$ cat src/rtl/uart_rf_pkg.sv
package uart_rf_pkg;
   localparam int unsigned BUS_W        = 32;
   localparam int unsigned BYTE_W       = 8;

   localparam int unsigned OFF_TXDATA   = 'h00;
   localparam int unsigned OFF_RXDATA   = 'h04;
   localparam int unsigned OFF_TXCTRL   = 'h08;
   localparam int unsigned OFF_RXCTRL   = 'h0C;
   localparam int unsigned OFF_INTEN    = 'h10;
   localparam int unsigned OFF_PEND     = 'h14;
   localparam int unsigned OFF_DIVISOR  = 'h18;

   localparam int unsigned BIT_TXWM     = 0;
   localparam int unsigned BIT_RXWM     = 1;

   localparam logic [BUS_W-1:0] RX_EMPTY_WORD = 32'h8000_0000;

   typedef enum logic [2:0] {
      SEL_NONE, SEL_TXDATA, SEL_RXDATA, SEL_TXCTRL,
      SEL_RXCTRL, SEL_INTEN, SEL_PEND, SEL_DIVISOR
   } reg_sel_e;
endpackage

$ cat src/rtl/uart_rf_rxfifo.sv
module uart_rf_rxfifo #(
   parameter int unsigned DEPTH = 8,
   parameter int unsigned WIDTH = 8,
   localparam int unsigned PW   = (DEPTH > 1) ? $clog2(DEPTH) : 1,
   localparam int unsigned CW   = $clog2(DEPTH + 1)
) (
   input  logic             clk,
   input  logic             rst_n,
   input  logic             push,
   input  logic [WIDTH-1:0] wdata,
   input  logic             pop,
   output logic [WIDTH-1:0] rdata,
   output logic [CW-1:0]    count,
   output logic             full,
   output logic             empty
);
   localparam bit POW2 = (DEPTH == (1 << PW));

   logic [WIDTH-1:0] mem [DEPTH];
   logic [PW-1:0]    rd_ptr, wr_ptr;
   logic [PW-1:0]    rd_next, wr_next;
   logic             do_push, do_pop;

   generate
      if (DEPTH < 2) begin : g_bad_depth
         $error("uart_rf_rxfifo: DEPTH must be at least 2");
      end
      if (WIDTH < 1) begin : g_bad_width
         $error("uart_rf_rxfifo: WIDTH must be at least 1");
      end
   endgenerate

   assign full    = (count == CW'(DEPTH));
   assign empty   = (count == '0);
   assign do_push = push && !full;
   assign do_pop  = pop && !empty;
   assign rdata   = mem[rd_ptr];

   generate
      if (POW2) begin : g_wrap_free
         assign rd_next = rd_ptr + 1'b1;
         assign wr_next = wr_ptr + 1'b1;
      end else begin : g_wrap_cmp
         assign rd_next = (rd_ptr == PW'(DEPTH - 1)) ? '0 : rd_ptr + 1'b1;
         assign wr_next = (wr_ptr == PW'(DEPTH - 1)) ? '0 : wr_ptr + 1'b1;
      end
   endgenerate

   always_ff @(posedge clk) begin
      if (do_push) mem[wr_ptr] <= wdata;
   end

   always_ff @(posedge clk or negedge rst_n) begin
      if (!rst_n) begin
         rd_ptr <= '0;
         wr_ptr <= '0;
         count  <= '0;
      end else begin
         if (do_push) wr_ptr <= wr_next;
         if (do_pop)  rd_ptr <= rd_next;
         case ({do_push, do_pop})
            2'b10:   count <= count + 1'b1;
            2'b01:   count <= count - 1'b1;
            default: count <= count;
         endcase
      end
   end
endmodule

$ cat src/rtl/uart_rf_wm.sv
module uart_rf_wm #(
   parameter int unsigned CNT_W = 3,
   parameter int unsigned OCC_W = 4
) (
   input  logic [CNT_W-1:0] tx_mark,
   input  logic [CNT_W-1:0] rx_mark,
   input  logic [OCC_W-1:0] rx_occ,
   input  logic             en_txwm,
   input  logic             en_rxwm,
   output logic             pend_txwm,
   output logic             pend_rxwm,
   output logic             irq
);
   localparam int unsigned CMP_W = (CNT_W > OCC_W) ? CNT_W : OCC_W;

   assign pend_txwm = (tx_mark != '0);
   assign pend_rxwm = CMP_W'(rx_occ) > CMP_W'(rx_mark);
   assign irq       = en_txwm || (en_rxwm && (rx_occ != '0));
endmodule

$ cat src/rtl/uart_regfile_wm.sv
module uart_regfile_wm
   import uart_rf_pkg::*;
#(
   parameter int unsigned ADDR_W     = 5,
   parameter int unsigned FIFO_DEPTH = 8,
   parameter int unsigned CNT_W      = 3,
   parameter int unsigned CNT_LSB    = 16,
   localparam int unsigned OCC_W     = $clog2(FIFO_DEPTH + 1)
) (
   input  logic              clk,
   input  logic              rst_n,
   input  logic              bus_sel,
   input  logic              bus_wr,
   input  logic [ADDR_W-1:0] bus_addr,
   input  logic [31:0]       bus_wdata,
   output logic [31:0]       bus_rdata,
   input  logic              rx_valid,
   input  logic [7:0]        rx_byte,
   output logic              rx_ready,
   output logic              tx_valid,
   output logic [7:0]        tx_byte,
   output logic              irq
);
   generate
      if (ADDR_W < 5) begin : g_bad_addr
         $error("uart_regfile_wm: ADDR_W too small for the register map");
      end
      if (CNT_LSB + CNT_W > BUS_W) begin : g_bad_field
         $error("uart_regfile_wm: count field exceeds the register width");
      end
   endgenerate

   reg_sel_e           sel;
   logic [BUS_W-1:0]   inten_q, txctrl_q, rxctrl_q, div_q;
   logic [BYTE_W-1:0]  fifo_head;
   logic [OCC_W-1:0]   fifo_cnt;
   logic               fifo_full, fifo_empty;
   logic               rd_acc, wr_acc, fifo_push, fifo_pop;
   logic               pend_tx, pend_rx;
   logic [BUS_W-1:0]   pend_word;

   always_comb begin
      unique case (bus_addr)
         ADDR_W'(OFF_TXDATA):  sel = SEL_TXDATA;
         ADDR_W'(OFF_RXDATA):  sel = SEL_RXDATA;
         ADDR_W'(OFF_TXCTRL):  sel = SEL_TXCTRL;
         ADDR_W'(OFF_RXCTRL):  sel = SEL_RXCTRL;
         ADDR_W'(OFF_INTEN):   sel = SEL_INTEN;
         ADDR_W'(OFF_PEND):    sel = SEL_PEND;
         ADDR_W'(OFF_DIVISOR): sel = SEL_DIVISOR;
         default:              sel = SEL_NONE;
      endcase
   end

   assign rd_acc    = bus_sel && !bus_wr;
   assign wr_acc    = bus_sel && bus_wr;
   assign fifo_pop  = rd_acc && (sel == SEL_RXDATA) && !fifo_empty;
   assign fifo_push = rx_valid && !fifo_full;
   assign rx_ready  = !fifo_full;

   uart_rf_rxfifo #(
      .DEPTH (FIFO_DEPTH),
      .WIDTH (BYTE_W)
   ) u_rxfifo (
      .clk   (clk),
      .rst_n (rst_n),
      .push  (fifo_push),
      .wdata (rx_byte),
      .pop   (fifo_pop),
      .rdata (fifo_head),
      .count (fifo_cnt),
      .full  (fifo_full),
      .empty (fifo_empty)
   );

   uart_rf_wm #(
      .CNT_W (CNT_W),
      .OCC_W (OCC_W)
   ) u_wm (
      .tx_mark   (txctrl_q[CNT_LSB +: CNT_W]),
      .rx_mark   (rxctrl_q[CNT_LSB +: CNT_W]),
      .rx_occ    (fifo_cnt),
      .en_txwm   (inten_q[BIT_TXWM]),
      .en_rxwm   (inten_q[BIT_RXWM]),
      .pend_txwm (pend_tx),
      .pend_rxwm (pend_rx),
      .irq       (irq)
   );

   always_comb begin
      pend_word           = '0;
      pend_word[BIT_TXWM] = pend_tx;
      pend_word[BIT_RXWM] = pend_rx;
   end

   always_ff @(posedge clk or negedge rst_n) begin
      if (!rst_n) begin
         inten_q  <= '0;
         txctrl_q <= '0;
         rxctrl_q <= '0;
         div_q    <= '0;
      end else if (wr_acc) begin
         case (sel)
            SEL_TXCTRL:  txctrl_q <= bus_wdata;
            SEL_RXCTRL:  rxctrl_q <= bus_wdata;
            SEL_INTEN:   inten_q  <= bus_wdata;
            SEL_DIVISOR: div_q    <= bus_wdata;
            default:     ;
         endcase
      end
   end

   always_ff @(posedge clk or negedge rst_n) begin
      if (!rst_n) begin
         tx_valid <= 1'b0;
         tx_byte  <= '0;
      end else begin
         tx_valid <= wr_acc && (sel == SEL_TXDATA);
         if (wr_acc && (sel == SEL_TXDATA)) tx_byte <= bus_wdata[BYTE_W-1:0];
      end
   end

   always_comb begin
      bus_rdata = '0;
      if (rd_acc) begin
         case (sel)
            SEL_RXDATA:  bus_rdata = fifo_empty ? RX_EMPTY_WORD
                                                : {{(BUS_W-BYTE_W){1'b0}}, fifo_head};
            SEL_TXCTRL:  bus_rdata = txctrl_q;
            SEL_RXCTRL:  bus_rdata = rxctrl_q;
            SEL_INTEN:   bus_rdata = inten_q;
            SEL_PEND:    bus_rdata = pend_word;
            SEL_DIVISOR: bus_rdata = div_q;
            default:     bus_rdata = '0;
         endcase
      end
   end
endmodule

$ cat config.mk
export PLATFORM = sky130hd
export DESIGN_NAME = uart_regfile_wm
export DESIGN_NICKNAME = d
export VERILOG_FILES = /design/src/rtl/uart_rf_pkg.sv /design/src/rtl/uart_rf_rxfifo.sv /design/src/rtl/uart_rf_wm.sv /design/src/rtl/uart_regfile_wm.sv
export SDC_FILE = /design/constraint.sdc
export NUM_CORES = 1
export LEC_CHECK = 0
export BUFFER_PORTS_ARGS = -buffer_cell sky130_fd_sc_hd__buf_2
export CAP_MARGIN = 40
export CELL_PAD_IN_SITES_DETAIL_PLACEMENT = 0
export CELL_PAD_IN_SITES_GLOBAL_PLACEMENT = 1
export CORE_ASPECT_RATIO = 1.75
export CORE_MARGIN = 1
export CORE_UTILIZATION = 40
export CTS_CLUSTER_DIAMETER = 100
export CTS_CLUSTER_SIZE = 12
export DETAILED_ROUTE_END_ITERATION = 12
export PLACE_DENSITY = 0.75
export SYNTH_ARGS = -nofsm -noshare
export SYNTH_HDL_FRONTEND = slang
export SYNTH_SLANG_ARGS = --single-unit
$ cat constraint.sdc
create_clock -name clk -period 2.58 [get_ports clk]
set_clock_uncertainty 0.1 [all_clocks]
set_input_delay 0.258 -clock clk [delete_from_list [all_inputs] [get_ports clk]]
set_output_delay 0.258 -clock clk [all_outputs]
set_load 0.02 [all_outputs]
==> metrics.cfg, run 1 <==
[timing]
tns_ns=0
timing.fmax_mhz=394.8
tightest_slew_ns=0.6945
drv_slew=0
slew_headroom_pct=53.70
finalSetupViolations=0
post-route-period-util_pct=98.16
hold_viol_final=0
period_needed_ns=2.533
rsz0062_at_grt=true

[logic_synthesis]
yosys_warnings=0
synth_area_um2=9273
synthCells=637
dominantRegCellSynth=dfrtp_1
ys_top_cells_by_area=dfrtp_1 40%, edfxtp_1 21%, mux2_2 13%, mux2_1 4.1%, mux4_2 3.9%
synth_seq_area_share_pct=60.40
synth_area_per_cell_um2=14.56
yosysTopAreaCell=dfrtp_1
ys_types=42
synth-edff-count=64
yosysMostFrequentCell=dfrtp_1
ys_ff_latch=211
synth_common_cells=147 x dfrtp_1, 105 x mux2_2, 71 x nor2_1, 64 x edfxtp_1, 34 x mux2_1
yosysTopAreaCellShare_pct=39.67
synth_fp_nets=695
synth-async-reset-ratio_pct=69.67

[worst_setup_path]
crit_family=simple AND/OR/NAND/NOR gates
crit_path_end_kind=primary output
worst-path-buf-inv=2
path_cells=buf_4, nor4_4, or3_4, or3_4, a21oi_2, buf_4
critPathArrivalTime_ns=2.17
crit_required_ns=2.22
startpoint_type=flip-flop
cp_slowest_stage_delay_ns=0.47
slowest_stage=or3_4
crit_fanout=8
path_class=flip-flop to primary output
r2r_setup_slack_ns=0.07

[cells_and_area]
areaGrowthSynthToFinish_pct=24.77
antennaDiodeCount=0
fin_nets=861
layout-drive-gt1-share_pct=39.63
fillers=1912

[pwr]
power.total_mw=8.356
ir_worst_vdd_v=0.0003910
cellPowerDensity_nw_per_um2=722.3
leakage_nw=5.013

[die]
core_um2=22740
die_h_um=203.4
die_w_um=117.1
initial_core_util_pct=40.77
io_pins=93
die_area_um2=23820
placementRows=73

[cts]
clockRootBuffer=clkbuf_16
insertion_delay_ns=0.48
numCtsBuffers=21
cts_max_path_buffers=3
cts.sinks=211
cts_tree=yes
clk_pin_slew_ns=0.06
h-tree-depth=1

[status]
status=finished clean

[global_route]
grt_use_total_pct=18.67
grt_antenna_before_repair=0
grt_pass1_wl_um=33850
grt_pass1_vias=6446
grt_start_max_net_pins=73
grt_overflow=0

[placement]
gp_congestion=0.7737
dpl.hpwl_um=14750
io_buffers=92

[detailed_routing]
route.detailed.drc=0
num_vias=5916
drtAntennaViolNets=0
drt_wl_total_um=21310
viasPerCell=5.330
wire_per_inst_um=19.20
drtIter0Drc=347
first_pass_iters=4

[flow_run]
drv_cap=0

[min_path]
min_path_type=primary input to async pin

cell families after synthesis:
kind of cell	count (synthesis)	share of synthesized area (%)
multiplexers	187	24.22
buffers and inverters	46	2.361
XOR/XNOR	8	0.7557
AO/OA/AOI/OAI	51	4.304
flip-flops	211	60.40
AND/OR/NAND/NOR	126	6.882
adder cells (fa/ha/maj)	8	1.080
final timing paths:
| check | from | to | cells after the start |
|---|---|---|---|
| worst max-delay path | u_rxfifo.count[1]$_DFFE_PN0P_ | bus_rdata[4] | 6 |
| worst min-delay path | rst_n | inten_q[27]$_DFFE_PN0P_ | 2 |
| worst max register to register | u_rxfifo.count[1]$_DFFE_PN0P_ | u_rxfifo.count[2]$_DFFE_PN0P_ | 11 |
| worst min register to register | div_q[23]$_DFFE_PN0P_ | div_q[23]$_DFFE_PN0P_ | 1 |
| max in group asynchronous | rst_n | txctrl_q[2]$_DFFE_PN0P_ | 3 |
| min in group clk | bus_wr | inten_q[2]$_DFFE_PN0P_ | 4 |
area by class of cell:
type / instances / area, um^2 / area share (%)
Clock inverter: 2 / 15.01 / 0.1298
Inverter: 7 / 26.28 / 0.2271
Tap cell: 300 / 375.4 / 3.244
Sequential cell: 211 / 5604 / 48.44
Timing Repair Buffer: 182 / 1365 / 11.80
Clock buffer: 28 / 551.8 / 4.769
Multi-Input combinational cell: 380 / 3632 / 31.39
cell usage in the layout, fill, tap and decap left out, types with 2 or more instances in the layout:
master / n
nor2b_1: 8
xor2_1: 4
a21oi_2: 2
buf_6: 7
clkbuf_16: 21
edfxtp_1: 64
a211o_1: 3
or3_4: 8
or2_2: 2
dfrtp_2: 3
buf_2: 83
clkbuf_1: 7
mux2_1: 34
ha_1: 6
buf_4: 44
a221oi_1: 32
mux2_2: 105
inv_1: 7
mux2i_1: 32
mux4_2: 16
a21oi_4: 5
nand2_1: 8
nand3_1: 6
dfrtp_1: 144
nor2_1: 70
nand2b_1: 4
buf_12: 6
or4b_4: 2
dlygate4sd3_1: 42
a21oi_1: 2
xnor2_1: 3
nor3_1: 5
metal layers:
metal  share of wire (%)  global-route usage [%]
met5                   0                       0
met4                 2.2                   6.013
met3                 3.4                   2.110
met2                  56                   35.23
met1                  39                   21.40
flip-flops by register name, indices dropped and copies added (netlist names), 4 cells and up:
| signal | cells |
|---|---|
| u_rxfifo.mem | 64 |
| div_q | 32 |
| inten_q | 32 |
| rxctrl_q | 32 |
| txctrl_q | 32 |
| tx_byte | 8 |
| u_rxfifo.count | 4 |
timing repair:
action,CTS,global route
cloned,0,0
hold buffers,42,0
setup buffers,8,0
hold endpoints to repair,264,0
endpoints found under the setup margin,9,15
gates resized for setup,29,23
pin swaps,6,12
worst reg2reg max path: stages, from the launching register on:
cell	delay, ns
dfrtp_1	0.37
buf_4	0.14
buf_4	0.13
or4b_4	0.56
nand2_4	0.12
ha_2	0.20
xor2_2	0.15
ha_1	0.18
a21oi_2	0.04
xor2_1	0.14
nor2_1	0.14
xor2_1	0.16
metrics by stage:
stage                     utilization (%)  instance area [um^2]  hold WS [ns]  setup WS (ns)  cells
after global routing                50.87                 11570        0.2788       -0.04063   1110
after global placement              45.33                 10310        0.2049        0.01717   1032
final                               50.87                 11570        0.2515        0.04735   1110
after CTS                           50.40                 11460        0.2460       0.004408   1110
after detailed placement            45.33                 10310        0.2231        0.01510   1032
after floorplan                         -                  9276       -0.1376        0.09373    637
report_power, final:
| group | internal, mW | switching (mW) |
|---|---|---|
| logic | 0.762 | 0.706 |
| registers | 3.95 | 0.266 |
| clock network | 1.49 | 1.19 |
| total | 6.20 | 2.16 |
No activity file was read; power rests on OpenSTA's default activity.
==> run 2, diff against run 1 <==
--- a/config.mk
+++ b/config.mk
@@ -9,7 +9,7 @@
 export CAP_MARGIN = 40
 export CELL_PAD_IN_SITES_DETAIL_PLACEMENT = 0
 export CELL_PAD_IN_SITES_GLOBAL_PLACEMENT = 1
-export CORE_ASPECT_RATIO = 1.75
+export CORE_ASPECT_RATIO = 0.8
 export CORE_MARGIN = 1
 export CORE_UTILIZATION = 40
 export CTS_CLUSTER_DIAMETER = 100
==> run 2 against run 1 <==
Compared with the run above:
- count of clock-buffer cells in the layout fell by 1
- sequential cell count did not move
- combinational power barely moved
- register-to-register slack improved by 0.10 ns
- critical path depth did not move
- highest routed layer unchanged
- sequential power barely moved
- critical endpoint is now bus_rdata[3]
- maximum frequency fell by 1.4%
==> metrics.cfg, run 2 (synthesized netlist as in run 1, its figures left out) <==
[status]
status=finished clean

[placement]
dp_cells=1042  ; +0.97%
place_ws_ns=0.1038  ; +0.08869 ns
io_buffers=92  ; unchanged
gp_congestion=0.7563  ; -2.2%
dpl.hpwl_um=14260  ; -3.3%

[cts]
insertion_delay_ns=0.49  ; about the same
cts_max_path_buffers=3  ; unchanged
cts_tree=yes
h-tree-depth=1  ; unchanged
clk_pin_slew_ns=0.06  ; about the same
cts.sinks=211  ; unchanged
clockRootBuffer=clkbuf_16
numCtsBuffers=21  ; unchanged

[worst_setup_path]
cp_slowest_stage_delay_ns=0.47  ; about the same
path_cells=buf_4, mux4_2, nor2b_1, or3_1, a21oi_2, buf_4
path_class=flip-flop to primary output
crit_family=flip-flops
startpoint_type=flip-flop
cpMostUsedCell=buf_4
crit_path_end_kind=primary output
slowest_stage=dfrtp_2
critPathArrivalTime_ns=2.21  ; +0.04 ns
crit_fanout=6  ; -2
crit_required_ns=2.22  ; about the same
worst-path-buf-inv=2  ; unchanged

[pwr]
ir_worst_vdd_v=0.0004041  ; +3.4%
p_seq_share_pct=50.7  ; +0.2 points
power.switching_mw=2.119  ; -1.8%
cellPowerDensity_nw_per_um2=720.9  ; -0.19%
p_clk_share_pct=31.7  ; -0.3 points
p_int_mw=6.173  ; -0.40%
p_sw_share_pct=25.55  ; -0.27 points
combinationalPowerShare_pct=17.6  ; about the same
leakage_nw=5.000  ; -0.25%

[die]
die_h_um=138.2  ; -32%
core_um2=22620  ; -0.53%
io_pins=93  ; unchanged
initial_core_util_pct=40.99  ; +0.22 points
die_w_um=172.2  ; +47%
die_area_um2=23800  ; about the same
placementRows=49  ; -33%

[global_route]
grt_antenna_before_repair=0  ; unchanged
grt_pass1_wl_um=34380  ; +1.6%
grt_use_total_pct=18.60  ; -0.067 points
grt_overflow=0  ; unchanged
grt_start_max_net_pins=73  ; unchanged
grt_pass1_vias=6280  ; -2.6%

[timing]
slew_headroom_pct=56.60  ; +2.9 points
period_needed_ns=2.568  ; +0.03531 ns
drv_slew=0  ; unchanged
tightest_slew_ns=0.6509  ; -0.04360 ns
rsz0062_at_grt=true
timing.fmax_mhz=389.4  ; -1.4%
hold_viol_final=0  ; unchanged
post-route-period-util_pct=99.53  ; +1.4 points
final.setup.worst_slack_ns=0.01204  ; -0.03531 ns
tns_ns=0  ; unchanged
finalSetupViolations=0  ; unchanged

[flow_run]
drv_cap=0  ; unchanged

[cells_and_area]
largest_reg_flops=64  ; unchanged
areaGrowthSynthToFinish_pct=24.06
antennaDiodeCount=0  ; unchanged
fillers=1900  ; -0.63%
largest_register=u_rxfifo.mem
fin_nets=859  ; -0.23%
layout-drive-gt1-share_pct=38.41  ; -1.2 points
stdcell_count=1113  ; +0.27%
final_common_cell=dfrtp_1
final_cell_mix=145 x dfrtp_1, 105 x mux2_2, 84 x buf_2

[detailed_routing]
drt_wl_total_um=21430  ; +0.53%
first_pass_iters=4  ; unchanged
drtAntennaViolNets=0  ; unchanged
num_vias=5904  ; -0.20%
wire_per_inst_um=19.25  ; +0.26%
viasPerCell=5.305  ; -0.47%
drtIter0Drc=231  ; -33%
route.detailed.drc=0  ; unchanged

[min_path]
min_path_type=primary input to flip-flop

[run 2: changes by cell type in the layout (fill, tap and decap cells not counted), sizes merged]
cell / previous run / this run
buf: 140 / 138
clkbuf: 28 / 27
[run 2: power groups by stage]
stage	Combinational (mW)	Sequential [mW]	Clock [mW]
finish	1.46	4.21	2.63
CTS	1.45	4.20	2.72
floorplan	0.827	4.21	0
detailed placement	1.34	4.25	0
global placement	1.27	4.21	0
global route	1.61	4.26	2.83
[run 2: cell type report]
class	count	area [um^2]	share of cell area, %
sequential	211	5603	48.71
inverter	7	26.28	0.2284
clock inverter	2	15.01	0.1305
timing repair buffer	180	1378	11.98
tap	306	382.9	3.328
multi-input combinational	380	3551	30.87
clock buffer	27	548.0	4.764
[run 2: tightest hold or removal path, cell delays in order]
cell     delay, ns
buf_2         0.13
nand3_2       0.06
buf_4         0.17
mux2_1        0.14
[run 2: layer usage]
| layer | part of all wire [%] | vias to the layer above | GRT usage [%] | routed length, um |
|---|---|---|---|---|
| met5 | 0 | - | 0 | 0 |
| met4 | 2.0 | 0 | 5.170 | 431 |
| met3 | 4.0 | 27 | 2.891 | 852 |
| met2 | 49 | 126 | 30.48 | 10420 |
| met1 | 45 | 3062 | 25.63 | 9722 |
| li1 | - | 2689 | - | - |
[run 2: final timing paths]
kind	from	slack [ns]	depth (start not counted)	end
hold / removal	bus_wr	0.21	4	inten_q[21]$_DFFE_PN0P_
setup reg to reg	u_rxfifo.count[2]$_DFFE_PN0P_	0.17	10	u_rxfifo.count[2]$_DFFE_PN0P_
min in group asynchronous	rst_n	0.25	2	rxctrl_q[13]$_DFFE_PN0P_
max in group asynchronous	rst_n	1.33	3	u_rxfifo.rd_ptr[1]$_DFFE_PN0P_
setup / recovery	u_rxfifo.rd_ptr[1]$_DFFE_PN0P_	0.01	6	bus_rdata[3]
hold reg to reg	inten_q[2]$_DFFE_PN0P_	0.39	1	inten_q[2]$_DFFE_PN0P_
[run 2: what timing repair did]
item | in CTS | in global routing
gates resized for setup | 17 | 16
buffers inserted | 1 | 0
endpoints found under the hold margin | 268 | 0
pin swaps | 2 | 1
setup endpoints to repair | 8 | 7
hold buffers | 42 | 0
[run 2: stage by stage]
stage	total power, mW	cell area, um^2	hold slack (ns)	utilization [%]
detailed placement	5.599	10390	0.2094	45.90
global route	8.699	11500	0.2174	50.85
floorplan	5.039	9276	-0.1376	-
finish	8.292	11500	0.2120	50.85
CTS	8.376	11440	0.2002	50.58
global placement	5.487	10390	0.1923	45.90
